<file path="config.mk">
export PLATFORM = sky130hd
export DESIGN_NAME = ipc_doorbell_regs
export DESIGN_NICKNAME = d
export VERILOG_FILES = /design/src/rtl/ipc_db_pkg.sv /design/src/rtl/ipc_reg_port.sv /design/src/rtl/ipc_doorbell_bank.sv /design/src/rtl/ipc_doorbell_regs.sv
export SDC_FILE = /design/constraint.sdc
export NUM_CORES = 1
export LEC_CHECK = 0
export BUFFER_PORTS_ARGS = -buffer_cell sky130_fd_sc_hd__buf_4
export CAP_MARGIN = 40
export CORE_ASPECT_RATIO = 1.1
export CORE_MARGIN = 3
export CORE_UTILIZATION = 26
export DETAILED_ROUTE_END_ITERATION = 8
export PLACE_DENSITY = 0.77
export SLEW_MARGIN = 0
export SYNTH_ARGS = -nofsm -noshare
export SYNTH_HDL_FRONTEND = slang
export SYNTH_SLANG_ARGS = --single-unit
</file>
<file path="constraint.sdc">
create_clock -name clk -period 1 [get_ports clk]
set_clock_uncertainty 0.15 [all_clocks]
set_input_delay 0.05 -clock clk [delete_from_list [all_inputs] [get_ports clk]]
set_output_delay 0.05 -clock clk [all_outputs]
set_load 0.01 [all_outputs]
</file>
<file path="src/rtl/ipc_db_pkg.sv">
package ipc_db_pkg;

  localparam int DATA_W = 32;
  localparam int ADDR_W = 5;
  localparam int H2C_DB = 4;
  localparam int H2C_W  = H2C_DB + 1;
  localparam int C2H_W  = 1;
  localparam int NPORT  = 2;

  typedef enum logic [2:0] {
    SEL_H2C_STAT = 3'd0,
    SEL_H2C_SET  = 3'd1,
    SEL_H2C_CLR  = 3'd2,
    SEL_C2H_STAT = 3'd3,
    SEL_C2H_SET  = 3'd4,
    SEL_C2H_CLR  = 3'd5,
    SEL_NONE     = 3'd7
  } reg_sel_e;

  // Word-aligned decode; anything else selects nothing.
  function automatic reg_sel_e decode_offset(input logic [ADDR_W-1:0] off);
    reg_sel_e sel;
    if (off[1:0] != 2'b00) begin
      sel = SEL_NONE;
    end else begin
      case (off[ADDR_W-1:2])
        3'd0:    sel = SEL_H2C_STAT;
        3'd1:    sel = SEL_H2C_SET;
        3'd2:    sel = SEL_H2C_CLR;
        3'd3:    sel = SEL_C2H_STAT;
        3'd4:    sel = SEL_C2H_SET;
        3'd5:    sel = SEL_C2H_CLR;
        default: sel = SEL_NONE;
      endcase
    end
    return sel;
  endfunction

  // Sticky status update: clear first, then set, so a set wins a collision.
  function automatic logic [DATA_W-1:0] db_next(input logic [DATA_W-1:0] cur,
                                                input logic [DATA_W-1:0] set_m,
                                                input logic [DATA_W-1:0] clr_m);
    return (cur & ~clr_m) | set_m;
  endfunction

endpackage

</file>
<file path="src/rtl/ipc_reg_port.sv">
module ipc_reg_port
  import ipc_db_pkg::*;
#(
  parameter int P_DATA_W = DATA_W,
  parameter int P_ADDR_W = ADDR_W,
  parameter int P_H2C_W  = H2C_W,
  parameter int P_C2H_W  = C2H_W
) (
  input  logic                clk,
  input  logic                rst_n,
  input  logic                wr_i,
  input  logic [P_ADDR_W-1:0] addr_i,
  input  logic [P_DATA_W-1:0] wdata_i,
  input  logic [P_H2C_W-1:0]  h2c_stat_i,
  input  logic [P_C2H_W-1:0]  c2h_stat_i,
  output logic [P_H2C_W-1:0]  h2c_set_o,
  output logic [P_H2C_W-1:0]  h2c_clr_o,
  output logic [P_C2H_W-1:0]  c2h_set_o,
  output logic [P_C2H_W-1:0]  c2h_clr_o,
  output logic [P_DATA_W-1:0] rdata_o
);

  reg_sel_e sel;

  // Decode events, named so the checks below can see them.
  logic hit_h2c_set, hit_h2c_clr, hit_c2h_set, hit_c2h_clr;

  always_comb begin
    sel         = decode_offset(ADDR_W'(addr_i));
    hit_h2c_set = wr_i && (sel == SEL_H2C_SET);
    hit_h2c_clr = wr_i && (sel == SEL_H2C_CLR);
    hit_c2h_set = wr_i && (sel == SEL_C2H_SET);
    hit_c2h_clr = wr_i && (sel == SEL_C2H_CLR);
  end

  assign h2c_set_o = hit_h2c_set ? wdata_i[P_H2C_W-1:0] : '0;
  assign h2c_clr_o = hit_h2c_clr ? wdata_i[P_H2C_W-1:0] : '0;
  assign c2h_set_o = hit_c2h_set ? wdata_i[P_C2H_W-1:0] : '0;
  assign c2h_clr_o = hit_c2h_clr ? wdata_i[P_C2H_W-1:0] : '0;

  always_comb begin
    rdata_o = '0;
    case (sel)
      SEL_H2C_STAT: rdata_o[P_H2C_W-1:0] = h2c_stat_i;
      SEL_C2H_STAT: rdata_o[P_C2H_W-1:0] = c2h_stat_i;
      default:      rdata_o = '0;
    endcase
  end

  AST_ONE_TARGET: assert property (@(posedge clk) disable iff (!rst_n)
    $onehot0({|h2c_set_o, |h2c_clr_o, |c2h_set_o, |c2h_clr_o}))
    else $error("write strobed more than one register");

  AST_NO_STROBE_IDLE: assert property (@(posedge clk) disable iff (!rst_n)
    !wr_i |-> !(|{h2c_set_o, h2c_clr_o, c2h_set_o, c2h_clr_o}))
    else $error("strobe without write");

endmodule

</file>
<file path="src/rtl/ipc_doorbell_bank.sv">
module ipc_doorbell_bank
  import ipc_db_pkg::*;
#(
  parameter int W       = H2C_W,
  parameter int P_NPORT = NPORT
) (
  input  logic                 clk,
  input  logic                 rst_n,
  input  logic [P_NPORT*W-1:0] set_i,
  input  logic [P_NPORT*W-1:0] clr_i,
  output logic [W-1:0]         status_o
);

  logic [W-1:0] set_any, clr_any, status_d, status_q;

  always_comb begin
    set_any = '0;
    clr_any = '0;
    for (int p = 0; p < P_NPORT; p++) begin
      set_any |= set_i[p*W +: W];
      clr_any |= clr_i[p*W +: W];
    end
    status_d = W'(db_next(DATA_W'(status_q), DATA_W'(set_any), DATA_W'(clr_any)));
  end

  always_ff @(posedge clk or negedge rst_n) begin
    if (!rst_n) status_q <= '0;
    else        status_q <= status_d;
  end

  assign status_o = status_q;

  AST_RESET_EMPTY: assert property (@(posedge clk)
    !rst_n |=> (status_q == '0))
    else $error("status not cleared by reset");

  for (genvar b = 0; b < W; b++) begin : g_bit
    AST_SET_WINS: assert property (@(posedge clk) disable iff (!rst_n)
      set_any[b] |=> status_q[b])
      else $error("set lost on bit %0d", b);

    AST_CLR_DROPS: assert property (@(posedge clk) disable iff (!rst_n)
      (clr_any[b] && !set_any[b]) |=> !status_q[b])
      else $error("clear ignored on bit %0d", b);

    AST_STICKY: assert property (@(posedge clk) disable iff (!rst_n)
      (!set_any[b] && !clr_any[b]) |=> $stable(status_q[b]))
      else $error("bit %0d changed without a write", b);
  end

endmodule

</file>
<file path="src/rtl/ipc_doorbell_regs.sv">
module ipc_doorbell_regs
  import ipc_db_pkg::*;
#(
  parameter int P_DATA_W = DATA_W,
  parameter int P_ADDR_W = ADDR_W,
  parameter int P_H2C_DB = H2C_DB,
  parameter int P_C2H_W  = C2H_W
) (
  input  logic                clk,
  input  logic                rst_n,
  input  logic                hst_wr_i,
  input  logic [P_ADDR_W-1:0] hst_addr_i,
  input  logic [P_DATA_W-1:0] hst_wdata_i,
  output logic [P_DATA_W-1:0] hst_rdata_o,
  input  logic                cop_wr_i,
  input  logic [P_ADDR_W-1:0] cop_addr_i,
  input  logic [P_DATA_W-1:0] cop_wdata_i,
  output logic [P_DATA_W-1:0] cop_rdata_o,
  output logic [P_H2C_DB-1:0] cop_irq_o,
  output logic                cop_nmi_o,
  output logic [P_C2H_W-1:0]  host_irq_o
);

  localparam int LH2C_W = P_H2C_DB + 1;
  localparam int NMI_B  = P_H2C_DB;

  logic [NPORT-1:0]          wr_v;
  logic [NPORT*P_ADDR_W-1:0] addr_v;
  logic [NPORT*P_DATA_W-1:0] wdata_v, rdata_v;
  logic [NPORT*LH2C_W-1:0]   h2c_set_v, h2c_clr_v;
  logic [NPORT*P_C2H_W-1:0]  c2h_set_v, c2h_clr_v;
  logic [LH2C_W-1:0]         h2c_stat;
  logic [P_C2H_W-1:0]        c2h_stat;

  // Port 0 is the host side, port 1 the coprocessor side.
  assign wr_v    = {cop_wr_i, hst_wr_i};
  assign addr_v  = {cop_addr_i, hst_addr_i};
  assign wdata_v = {cop_wdata_i, hst_wdata_i};

  for (genvar p = 0; p < NPORT; p++) begin : g_port
    ipc_reg_port #(
      .P_DATA_W(P_DATA_W), .P_ADDR_W(P_ADDR_W),
      .P_H2C_W (LH2C_W),   .P_C2H_W (P_C2H_W)
    ) u_port (
      .clk       (clk),
      .rst_n     (rst_n),
      .wr_i      (wr_v[p]),
      .addr_i    (addr_v[p*P_ADDR_W +: P_ADDR_W]),
      .wdata_i   (wdata_v[p*P_DATA_W +: P_DATA_W]),
      .h2c_stat_i(h2c_stat),
      .c2h_stat_i(c2h_stat),
      .h2c_set_o (h2c_set_v[p*LH2C_W +: LH2C_W]),
      .h2c_clr_o (h2c_clr_v[p*LH2C_W +: LH2C_W]),
      .c2h_set_o (c2h_set_v[p*P_C2H_W +: P_C2H_W]),
      .c2h_clr_o (c2h_clr_v[p*P_C2H_W +: P_C2H_W]),
      .rdata_o   (rdata_v[p*P_DATA_W +: P_DATA_W])
    );
  end

  ipc_doorbell_bank #(.W(LH2C_W), .P_NPORT(NPORT)) u_h2c (
    .clk(clk), .rst_n(rst_n),
    .set_i(h2c_set_v), .clr_i(h2c_clr_v), .status_o(h2c_stat)
  );

  ipc_doorbell_bank #(.W(P_C2H_W), .P_NPORT(NPORT)) u_c2h (
    .clk(clk), .rst_n(rst_n),
    .set_i(c2h_set_v), .clr_i(c2h_clr_v), .status_o(c2h_stat)
  );

  assign hst_rdata_o = rdata_v[0 +: P_DATA_W];
  assign cop_rdata_o = rdata_v[P_DATA_W +: P_DATA_W];
  assign cop_irq_o   = h2c_stat[P_H2C_DB-1:0];
  assign cop_nmi_o   = h2c_stat[NMI_B];
  assign host_irq_o  = c2h_stat;

  AST_NMI_RAISE: assert property (@(posedge clk) disable iff (!rst_n)
    (hst_wr_i && hst_addr_i == P_ADDR_W'(4) && hst_wdata_i[NMI_B]) |=> cop_nmi_o)
    else $error("non-maskable doorbell not raised");

  AST_HOST_RAISE: assert property (@(posedge clk) disable iff (!rst_n)
    (cop_wr_i && cop_addr_i == P_ADDR_W'(16) && cop_wdata_i[0]) |=> host_irq_o[0])
    else $error("host doorbell not raised");

  AST_SET_READS_ZERO: assert property (@(posedge clk) disable iff (!rst_n)
    (hst_addr_i == P_ADDR_W'(4) || hst_addr_i == P_ADDR_W'(16)) |-> (hst_rdata_o == '0))
    else $error("set register read nonzero");

endmodule

</file>
After elaboration in Yosys (flattened, before gate mapping):

Index checks and enable logic that the tools add are counted.

* register bits: 6
* bits of input ports: 78
* output and inout bits: 70

* eq/ne operators: 20
* mux-type cells: 16
* bitwise logic cells: 10
* reduce and logical (&&, ||, !) cells: 14

Operator list (number)
* case mux 3 bit (6 select lines): 2
* equality test 3 x 2 -> 1 bit (second input constant): 8
* equality test 3 bit (second input constant): 8
* two-way mux 5 bit: 4
* bitwise OR 5 bit: 3
* equality test 3 x 1 -> 1 bit (second input constant): 4
* logical NOT 3 bit: 4
* logical AND 1 bit: 8
* two-way mux 4 bit: 2
* two-way mux 3 bit: 2
* AND 5 bit: 1
* inverter 5 bit: 1
* two-way mux 1 bit: 4
* case mux 1 bit (2 select lines): 2
* nonzero test 2 bit: 2
* bitwise OR 1 bit: 3
* AND 1 bit: 1
* inverter 1 bit: 1

Longest topological paths before layout:

* depth in word-level cells: 10
* gate-level depth with buffers: 4
* gate-level depth less buffers: 3

By module:

From an unflattened synthesis, not the netlist that was laid out.

* cells, all modules: 132
* area total of the unflattened synthesis: 1066.0 um^2

Modules (own cells, without submodules)
* ipc_reg_port: instances 2, cells an instance 57, area an instance 420.4 um^2, sequential area each 0.0 um^2
* ipc_doorbell_bank (u_h2c): instances 1, cells an instance 15, area an instance 187.7 um^2, sequential area each 125.1 um^2
* ipc_doorbell_bank (u_c2h): instances 1, cells an instance 3, area an instance 37.5 um^2, sequential area each 25.0 um^2

Worst setup path before layout:

Ideal clock, no wire load.

* kind: input -> register
* from: input port hst_addr_i[1]
* to: register u_h2c.status_q[0], in the netlist u_h2c.status_o[0]
* arrival time: 0.853 ns
* path slack: -0.142 ns
* stages on the path: 3
* buffers on the path: 0
* cell sequence: or4_4 > o21ai_1 > o221ai_1

* longest elaborated chain between the ends: 9
* elaborated cells between the ends (all ways): 13

RTL lines
* start, declared: RTL line ipc_doorbell_regs.sv:12 `input logic [P_ADDR_W-1:0] hst_addr_i,`
* nonzero test 2 bit *: RTL line ipc_db_pkg.sv:23 `if (off[1:0] != 2'b00) begin`
* two-way mux 3 bit *: RTL line ipc_db_pkg.sv:23
* equality test 3 x 2 -> 1 bit: RTL line ipc_reg_port.sv:31 `hit_h2c_clr = wr_i && (sel == SEL_H2C_CLR);`
* logical AND 1 bit: RTL line ipc_reg_port.sv:31
* two-way mux 5 bit: RTL line ipc_reg_port.sv:37 `assign h2c_clr_o = hit_h2c_clr ? wdata_i[P_H2C_W-1:0] : '0;`
* bitwise OR 5 bit: RTL line ipc_doorbell_bank.sv:21 `clr_any |= clr_i[p*W +: W];`
* inverter 5 bit: RTL line ipc_db_pkg.sv:43 `return (cur & ~clr_m) | set_m;`
* AND 5 bit: RTL line ipc_db_pkg.sv:43
* bitwise OR 5 bit *: RTL line ipc_db_pkg.sv:43
* via u_h2c.status_d[0]: RTL line ipc_doorbell_bank.sv:14 `logic [W-1:0] set_any, clr_any, status_d, status_q;`
* end signal, assigned: RTL line ipc_doorbell_bank.sv:28 `else status_q <= status_d;`
* end, declared: RTL line ipc_doorbell_bank.sv:14

The timed path passes the listed nets; every way through them passes the cells marked *.

Worst setup path after layout:

* from: register u_h2c.status_q[0], in the netlist u_h2c.status_o[0]
* to: output port hst_rdata_o[0]

* longest elaborated chain between the ends: 1

RTL lines
* case mux 1 bit (2 select lines): RTL line ipc_reg_port.sv:43 `case (sel)`
* end, declared: RTL line ipc_doorbell_regs.sv:14 `output logic [P_DATA_W-1:0] hst_rdata_o,`

No other way between the ends.

==> impl_metrics.env <==
export IMPL_synth_edff_count=0
export IMPL_first_pass_iters=4
export IMPL_synth_top_family_by_area="buffers and inverters"
export IMPL_cts_num_sinks=6
export IMPL_fillers=326
export IMPL_crit_path_max_incr_delay_ps=370
export IMPL_crit_arrival_ps=1120
export IMPL_maxSlewViolCount=0
export IMPL_regArea_um2=150.1
export IMPL_synth_cell_types=27
export IMPL_cts_tree="done"
export IMPL_r2r_end="u_c2h.status_o"
export IMPL_drc=0
export IMPL_setup_ws_ps=-323.7
export IMPL_stdcell_count=245
export IMPL_drtIter0Drc=51
export IMPL_crit_slowest_cell="dfrtp_1"
export IMPL_antenna_found_initial=0
export IMPL_p_sw_mw=0.5338
export IMPL_fin_tns_setup_ps=-3717
export IMPL_worst_path_buf_inv=1
export IMPL_reg2reg_slack_ps=-140
export IMPL_synthSimpleGateAreaFrac_pct=27.07
export IMPL_synth_seq_area_share_pct=16.00
export IMPL_gp_congestion=0.7557
export IMPL_end_kind="output port"
export IMPL_synth_cells=124
export IMPL_synth_top_cells_by_area="buf_4 (43%), dfrtp_1 (16%), nand3_1 (5.9%)"
export IMPL_wire_per_inst_um=11.06
export IMPL_startpoint="u_h2c.status_o[0]"
export IMPL_cellLeakagePower_nw=0.7672
export IMPL_worstSetupPathType="reg2out"
export IMPL_synth_mux_area_share_pct=0
export IMPL_vias_per_cell=3.980
export IMPL_fmax_mhz=755.5
export IMPL_path_depth=4
export IMPL_cp_required_ps=800
export IMPL_p_comb_share_pct=59.0
export IMPL_rsz0062_at_grt="yes"
export IMPL_synthXorXnorAreaFrac_pct=0
export IMPL_area_delta_synth_final_pct=65.20
export IMPL_die_h_um=69.01
export IMPL_seqPwrFrac_pct=25.7
export IMPL_grt_pass1_wl_um=3829
export IMPL_netSwitchingFraction_pct=36.14
export IMPL_syn_area_per_cell_um2=7.568
export IMPL_failed_checks="setup timing"
export IMPL_h_tree_depth=1
export IMPL_irDropWorstVdd_v=0.0003953
export IMPL_io_pins=148
export IMPL_fp_dieW_um=63.28
export IMPL_placed_cells=221
export IMPL_multi_input_area_um2=648.1
export IMPL_intPower_mw=0.9431
export IMPL_grt_overflow_total=0
export IMPL_grt_usage_pct=10.85
export IMPL_max_cap_violations=0
export IMPL_layout_drive_gt1_share_pct=45.18
export IMPL_root_buffer="clkbuf_4"
export IMPL_diodes=0
export IMPL_setup_viol=22
export IMPL_hold_class="in2async"
export IMPL_cp_start_kind="register"
export IMPL_synth_top_area_share_pct=43.20
export IMPL_core_area_um2=3413
export IMPL_path_max_fanout=2
export IMPL_io_buffers=39
export IMPL_grt_pass1_vias=894
export IMPL_r2r_start="u_c2h.status_o"
export IMPL_cp_cell_sequence="nor3b_2, a31oi_1, nor2b_1, buf_4"
export IMPL_period_minus_slack_ps=1324
export IMPL_hold_violations=0
export IMPL_dieArea_um2=4367
export IMPL_grt_max_degree=10
export IMPL_rows=22
export IMPL_synth_top_area_cell="buf_4"
export IMPL_start_util_pct=27.49
export IMPL_place_area_um2=1189
export IMPL_crit_end="hst_rdata_o[0]"
export IMPL_p_per_area_nw_per_um2=952.7
export IMPL_drt_wl_total_um=2710
export IMPL_ys_warn_count=0
export IMPL_insertion_delay_ps=240
export IMPL_status="finished, violations left"
export IMPL_cp_top_family="flip-flops"
export IMPL_ff2ff_path_depth=4
export IMPL_yosysMostFrequentCell="buf_4"
export IMPL_finalNetCount=277
export IMPL_hpwl_um=1965
export IMPL_netlist_area_um2=938.4
export IMPL_synthAdderAreaFrac_pct=0
export IMPL_fin_area_um2=1550
export IMPL_clkTransAtPathRegs_ps=40
export IMPL_synth_top_flop_cell="dfrtp_1"
export IMPL_clockBufferDepth=2
export IMPL_antenna_left=0
export IMPL_synth_common_cells="buf_4 (54), nand3_1 (11), nor3_1 (8), dfrtp_1 (6), o221ai_1 (6)"
export IMPL_fin_crit_sh_pct=132.4
export IMPL_vias=975
export IMPL_synth_compound_area_share_pct=10.40
export IMPL_synthArstFlopShare_pct=100.0
export IMPL_p_clk_share_pct=15.2
export IMPL_cts_buffers_inserted=3
export IMPL_synth_seq_cells=6
==> registers in the layout (all words and copies together), names as in the netlist <==
name and flops:
u_h2c.status_o 5, u_c2h.status_o 1
==> per-layer routing <==
metal  vias to the layer above  track usage [%]  share of wire (%)  wire (um)
met5                         -                0                  0          0
met4                         0            7.674                2.4         64
met3                         4            3.257                 12        335
met2                        67            20.16                 54       1467
met1                       431            9.783                 31        843
li1                        473                -                  -          -
==> cells in the final DEF (no fill, tap or decap), types with 2 or more instances in the layout <==
cell	n
and2_4	4
and3_4	4
buf_4	42
buf_6	20
clkbuf_4	3
conb_1	54
dfrtp_1	6
dlygate4sd3_1	11
inv_1	5
nand3_1	11
nand4b_1	2
nor3_1	6
nor3_2	2
o21ai_2	5
o221ai_1	3
o221ai_2	3
or4_1	2
==> cell type report <==
type	count	area share, %
timing repair buffer	73	41.97
multi-input combinational	110	41.81
sequential	6	9.685
tap	48	3.874
clock buffer	3	1.453
inverter	5	1.211
==> worst reg2reg max path, stage by stage (launching register included) <==
cell      delay (ps)
dfrtp_1          400
buf_4            150
buf_6            100
o41ai_1           50
o221ai_1         150
==> cell families (layout without fill, tap and decap cells) <==
group	Yosys count	in the layout
DFF	6	6
other	1	54
AOI/OAI and AO/OA	14	14
buffers and inverters	61	81
and+or+nand+nor	42	42
==> what timing repair did <==
item / 4_1_cts / 5_1_grt
hold buffers: 11 / 0
cloned: 0 / 0
setup buffers: 9 / 1
hold endpoints to repair: 12 / 0
pin swaps: 10 / 4
gates resized for setup: 25 / 12
endpoints found under the setup margin: 21 / 22
==> stage by stage <==
stage                     hold WS (ps)  setup slack [ps]  util [%]  power [mW]
after global placement          -290.3            -340.0     34.82      0.9066
after floorplan                 -395.6            -130.9         -      0.7753
after detailed placement        -289.5            -354.3     34.82      0.9124
after global routing             38.87            -367.6     45.42       1.552
after CTS                       -11.38            -331.7     43.44       1.390
final                            9.774            -323.7     45.42       1.477
==> how the worst min path moves through the flow <==
stage	endpoint	slack, ps	depth (start not counted)	startpoint
after detailed placement	u_h2c.status_o[2]	-290	1	rst_n
after global routing	u_h2c.status_o[1]	40	2	rst_n
after floorplan	u_c2h.status_o	-400	0	rst_n
after global placement	u_h2c.status_o[4]	-290	1	rst_n
final	u_h2c.status_o[1]	10	2	rst_n
after CTS	u_c2h.status_o	-10	3	cop_addr_i[0]
==> power by group through the flow <==
stage               clock [mW]  combinational, mW  sequential [mW]
finish                   0.225              0.872            0.380
floorplan                    0              0.381            0.394
CTS                      0.230              0.794            0.366
global placement             0              0.531            0.375
global route             0.233              0.931            0.388
detailed placement           0              0.537            0.375
Power figures use the tool's default switching activity.
